[config.mk]
export PLATFORM = sky130hd
export DESIGN_NAME = evt_regblk
export DESIGN_NICKNAME = d
export VERILOG_FILES = /design/src/rtl/evt_regblk_pkg.sv /design/src/rtl/evt_edge_detect.sv /design/src/rtl/evt_status_bank.sv /design/src/rtl/evt_enable_bank.sv /design/src/rtl/evt_regblk.sv
export SDC_FILE = /design/constraint.sdc
export NUM_CORES = 1
export LEC_CHECK = 0
export BUFFER_PORTS_ARGS = -buffer_cell sky130_fd_sc_hd__buf_2
export CAP_MARGIN = 20
export CORE_ASPECT_RATIO = 1.5
export CORE_MARGIN = 3
export CORE_UTILIZATION = 46
export CTS_BUF_LIST = sky130_fd_sc_hd__clkbuf_2 sky130_fd_sc_hd__clkbuf_4 sky130_fd_sc_hd__clkbuf_8
export CTS_CLUSTER_SIZE = 25
export DETAILED_ROUTE_END_ITERATION = 8
export REMOVE_ABC_BUFFERS = 1
export SLEW_MARGIN = 20
export SYNTH_ARGS = -nofsm -noshare
export SYNTH_HDL_FRONTEND = slang
export SYNTH_SLANG_ARGS = --single-unit
[constraint.sdc]
create_clock -name clk -period 1.8 [get_ports clk]
set_clock_uncertainty 0.1 [all_clocks]
set_input_delay 0.18 -clock clk [delete_from_list [all_inputs] [get_ports clk]]
set_output_delay 0.18 -clock clk [all_outputs]
set_load 0.01 [all_outputs]
[src/rtl/evt_regblk_pkg.sv]
package evt_regblk_pkg;

  localparam int unsigned BITS_PER_BYTE = 8;

  function automatic int unsigned pin_byte(input int unsigned pin);
    return pin / BITS_PER_BYTE;
  endfunction

  function automatic int unsigned pin_bit(input int unsigned pin);
    return pin % BITS_PER_BYTE;
  endfunction

  function automatic int unsigned pin_count(input int unsigned blk_bytes);
    return (blk_bytes / 2) * BITS_PER_BYTE;
  endfunction

  function automatic logic blk_len_ok(input int unsigned blk_bytes);
    return (blk_bytes != 0) && ((blk_bytes % 2) == 0) && (blk_bytes <= 32);
  endfunction

endpackage

[src/rtl/evt_edge_detect.sv]
module evt_edge_detect #(
  parameter int unsigned NPINS       = 64,
  parameter int unsigned SYNC_STAGES = 2
) (
  input  logic             clk,
  input  logic             rst_n,
  input  logic [NPINS-1:0] evt_in,
  output logic [NPINS-1:0] rise
);
  logic [SYNC_STAGES-1:0][NPINS-1:0] sync_q;
  logic [NPINS-1:0]                  prev_q;

  always_ff @(posedge clk or negedge rst_n) begin
    if (!rst_n) begin
      sync_q <= '0;
      prev_q <= '0;
    end else begin
      sync_q[0] <= evt_in;
      for (int s = 1; s < int'(SYNC_STAGES); s++) sync_q[s] <= sync_q[s-1];
      prev_q <= sync_q[SYNC_STAGES-1];
    end
  end

  assign rise = sync_q[SYNC_STAGES-1] & ~prev_q;
endmodule

[src/rtl/evt_status_bank.sv]
module evt_status_bank #(
  parameter int unsigned NPINS = 64
) (
  input  logic             clk,
  input  logic             rst_n,
  input  logic [NPINS-1:0] set_vec,
  input  logic [NPINS-1:0] clr_vec,
  output logic [NPINS-1:0] sts_q
);
  // A set in the same cycle as a clear wins.
  always_ff @(posedge clk or negedge rst_n) begin
    if (!rst_n) sts_q <= '0;
    else        sts_q <= (sts_q & ~clr_vec) | set_vec;
  end
endmodule

[src/rtl/evt_enable_bank.sv]
module evt_enable_bank #(
  parameter int unsigned NBYTES = 8
) (
  input  logic              clk,
  input  logic              rst_n,
  input  logic [NBYTES-1:0] byte_we,
  input  logic [7:0]        wdata,
  output logic [7:0]        en_byte [NBYTES]
);
  for (genvar b = 0; b < NBYTES; b++) begin : g_byte
    always_ff @(posedge clk or negedge rst_n) begin
      if (!rst_n)          en_byte[b] <= 8'h00;
      else if (byte_we[b]) en_byte[b] <= wdata;
    end
  end
endmodule

[src/rtl/evt_regblk.sv]
module evt_regblk
  import evt_regblk_pkg::*;
#(
  parameter int unsigned BLK_BYTES   = 16,
  parameter int unsigned ADDR_W      = 6,
  parameter int unsigned SYNC_STAGES = 2
) (
  input  logic                    clk,
  input  logic                    rst_n,
  input  logic [BLK_BYTES*4-1:0]  evt_in,
  input  logic [ADDR_W-1:0]       addr,
  input  logic [7:0]              wdata,
  input  logic                    wr_en,
  input  logic                    rd_en,
  output logic [7:0]              rdata,
  output logic                    irq
);
  localparam int unsigned HALF  = BLK_BYTES / 2;
  localparam int unsigned NPINS = pin_count(BLK_BYTES);

  logic [31:0]      addr_w;
  logic [NPINS-1:0] rise;
  logic [NPINS-1:0] clr;
  logic [NPINS-1:0] sts_q;
  logic [NPINS-1:0] en_flat;
  logic [HALF-1:0]  en_we;
  logic [7:0]       en_byte [HALF];
  logic [7:0]       rd_byte;

  assign addr_w = 32'(addr);

  evt_edge_detect #(.NPINS(NPINS), .SYNC_STAGES(SYNC_STAGES)) u_edge (
    .clk(clk), .rst_n(rst_n), .evt_in(evt_in), .rise(rise)
  );

  evt_status_bank #(.NPINS(NPINS)) u_sts (
    .clk(clk), .rst_n(rst_n), .set_vec(rise), .clr_vec(clr), .sts_q(sts_q)
  );

  evt_enable_bank #(.NBYTES(HALF)) u_en (
    .clk(clk), .rst_n(rst_n), .byte_we(en_we), .wdata(wdata), .en_byte(en_byte)
  );

  // Per-byte write decode for both halves.
  for (genvar b = 0; b < HALF; b++) begin : g_dec
    assign clr[b*8 +: 8] = (wr_en && (addr_w == 32'(b))) ? wdata : 8'h00;
    assign en_we[b]      = wr_en && (addr_w == 32'(HALF + b));
  end

  // Pin-to-byte mapping of the enable half.
  for (genvar p = 0; p < NPINS; p++) begin : g_pin
    assign en_flat[p] = en_byte[pin_byte(p)][pin_bit(p)];
  end

  always_comb begin
    rd_byte = 8'h00;
    for (int b = 0; b < int'(HALF); b++) begin
      if (addr_w == 32'(b))        rd_byte = sts_q[b*8 +: 8];
      if (addr_w == 32'(HALF + b)) rd_byte = en_byte[b];
    end
  end

  always_ff @(posedge clk or negedge rst_n) begin
    if (!rst_n)     rdata <= 8'h00;
    else if (rd_en) rdata <= rd_byte;
  end

  assign irq = |(sts_q & en_flat);
endmodule

==> results.cfg <==
[cells_and_area]
drive_above_1_share_pct = 39.31
fin_nets = 1406
fillers = 1935
final_cell_mix = dfrtp_1, buf_4, nand2_1
layout_commonest_cell = dfrtp_1
diodes = 0
syn2layout_area_growth_pct = 40.09

[timing]
fin_crit_sh_pct = 150.7
finalHoldViolCount = 0
worst_pin_slew_ns = 0.6229
rsz0062_at_grt = true
slew-limit-headroom_pct = 58.04
fmax_mhz = 368.6
whs_ns = 0.03757
report.final.setup_viol = 3
min_period_ns = 2.713
slew_viol_final = 0
setup_ws_ns = -0.9130

[worst_setup_path]
cp_max_fo = 2
critPathKind = flop to output port
arrival_ns = 2.43
required_ns = 1.52
worstSetupStartpointType = flop
critPathCaptureType = output port

[power_and_ir_drop]
leakagePower_nw = 8.013
power_w = 0.01652
power_density_nw_per_um2 = 991.4
vdd_ir_drop_max_mv = 0.9040

[synth]
synth_top_area_cell = dfrtp_1
ys_warn_count = 0
synthTopCellsByArea = dfrtp_1, mux2_2, nand2_1
yosys_most_used_dff = dfrtp_1
netlist_area_um2 = 11900
synth_seq_area_share_pct = 69.00
syn_avg_cell_area_um2 = 12.99
synth_top_cell_area_share_pct = 69.00
ys_seq_elements = 328
async_reset_ff_share_pct = 100.0
synth_edf_count = 0
netlist_instances = 916
netlist-cell-type-count = 60

[grt]
grt_max_degree = 67
grt_pass1_wl_um = 58530
grt_use_total_pct = 29.01
grt_overflow = 0
antenna_found_initial = 0
first_global_vias = 9423

[die]
fp.dieW_um = 137.3
core_area_um2 = 25230
rows = 71
die_area_um2 = 27860
dieHeight_um = 202.9
initial_core_util_pct = 47.15
io_pins = 91

[clock_network]
cts.root.buffer_cell = clkbuf_8
cts_max_level = 2
clk-insertion-delay-late_ns = 0.59
cts.sinks = 328
cts_tree = built
cts_buffers = 48
clk_pin_slew_worst_paths_ns = 0.06
clockBufferDepth = 3

[detailed_routing]
finalWirelength_um = 39180
drc_errors = 0
via_per_inst = 5.244
vias = 8857
drtPass1Iterations = 5
wl_per_cell_um = 23.20
drtIter0Drc = 555
antenna_left = 0

[outcome]
violations = negative setup slack
outcome = complete, but fails checks

[placement]
dp_hpwl_um = 29000
place.gp.congestion = 0.9444
port_buffers = 90

[flow_run]
drv_cap = 0

[hold_path]
hold_path_class = input pin to flop
flip-flops by register name (all words and copies together), names as in the netlist:
register	flops
rdata	8
u_sts.sts_q	64
u_edge.sync_q	128
u_en.en_byte	64
u_edge.prev_q	64
power breakdown:
| group | total [W] | internal, W | switching (W) |
|---|---|---|---|
| clock network | 0.00649 | 0.00371 | 0.00278 |
| logic | 0.00193 | 0.00101 | 0.000923 |
| registers | 0.00810 | 0.00782 | 0.000279 |
layer usage:
metal | GRT usage, % | vias up | wire length [um] | share of wire [%]
li1 | - | 4056 | - | -
met1 | 36.47 | 4479 | 15570 | 40
met2 | 50.60 | 249 | 20440 | 52
met3 | 3.371 | 73 | 1479 | 3.8
met4 | 11.84 | 0 | 1681 | 4.3
met5 | 0 | - | 0 | 0
through the flow:
stage | area [um^2] | setup TNS, ns | utilization [%] | setup slack (ns) | std cells
after floorplan | 11720 | -43.21 | - | -1.252 | 876
after global placement | 14600 | -28.74 | 57.87 | -0.7941 | 1534
after detailed placement | 14600 | -31.61 | 57.87 | -0.7955 | 1534
after CTS | 16560 | -1.182 | 65.66 | -0.9277 | 1688
after global routing | 16660 | -1.386 | 66.05 | -0.9881 | 1689
final | 16660 | -0.9634 | 66.05 | -0.9130 | 1689
cell families (layout without fill, tap and decap cells):
| group | count (synthesis) | in the layout | synth area share [%] |
|---|---|---|---|
| buffers and inverters | 108 | 553 | 3.660 |
| AO/OA/AOI/OAI | 184 | 184 | 11.36 |
| AND/OR/NAND/NOR | 220 | 220 | 8.741 |
| flip-flops | 328 | 328 | 69.00 |
| multiplexers | 76 | 76 | 7.237 |
cell usage after synthesis, drive strengths merged (2+ instances only):
master,count
dfrtp,328
nand2,126
mux2,70
inv,67
o21ai,55
a22o,46
clkbuf,27
a221oi,22
nand3,21
nor2,18
buf,13
a21oi,12
and3,11
nor3,10
nand4,9
a22oi,8
o22ai,8
nor2b,7
o221ai,6
mux2i,5
a221o,4
a311oi,3
nor4b,3
a2111oi,2
a211oi,2
nand2b,2
nor4,2
o211a,2
o221a,2
o31ai,2
o32ai,2
or3,2
or4,2
or4b,2
critical path, cell delays in order (launching register included):
cell and delay, ns:
dfrtp_1 0.39, a22o_1 0.29, a221oi_2 0.25, buf_4 0.16, nand4_1 0.08, or4_4 0.54
buf_6 0.14
layout make-up:
cell class | count | area [um^2] | share of cell area (%)
flip-flops and latches | 328 | 8209 | 49.26
multi-input cells | 480 | 3537 | 21.23
repair buffers | 398 | 3183 | 19.10
clock buffers | 76 | 927.1 | 5.564
well taps | 328 | 410.4 | 2.463
inverters | 68 | 255.2 | 1.532
clock inverters | 11 | 141.4 | 0.8485
path summary, 6_finish.rpt:
kind / from / endpoint / slack [ns] / cells past startpoint
worst max-delay path: u_en.en_byte[20] / irq / -0.91 / 6
worst min-delay path: wdata[6] / u_sts.sts_q[54] / 0.04 / 4
worst max register to register: u_en.en_byte[63] / rdata[7] / -0.05 / 6
worst min register to register: u_edge.sync_q[57] / u_edge.sync_q[121] / 0.23 / 0
max in group asynchronous: rst_n / u_edge.prev_q[27] / 0.40 / 4
min in group asynchronous: rst_n / u_en.en_byte[36] / 0.53 / 3
repair_timing:
item                                   in CTS  in global routing
hold buffers                               70                  0
endpoints found under the hold margin     398                  0
resized for setup                          44                 15
setup endpoints to repair                   8                 12
buffers inserted                            0                  1
pin swaps                                  19                 11
(Power assumes the default switching activity.)
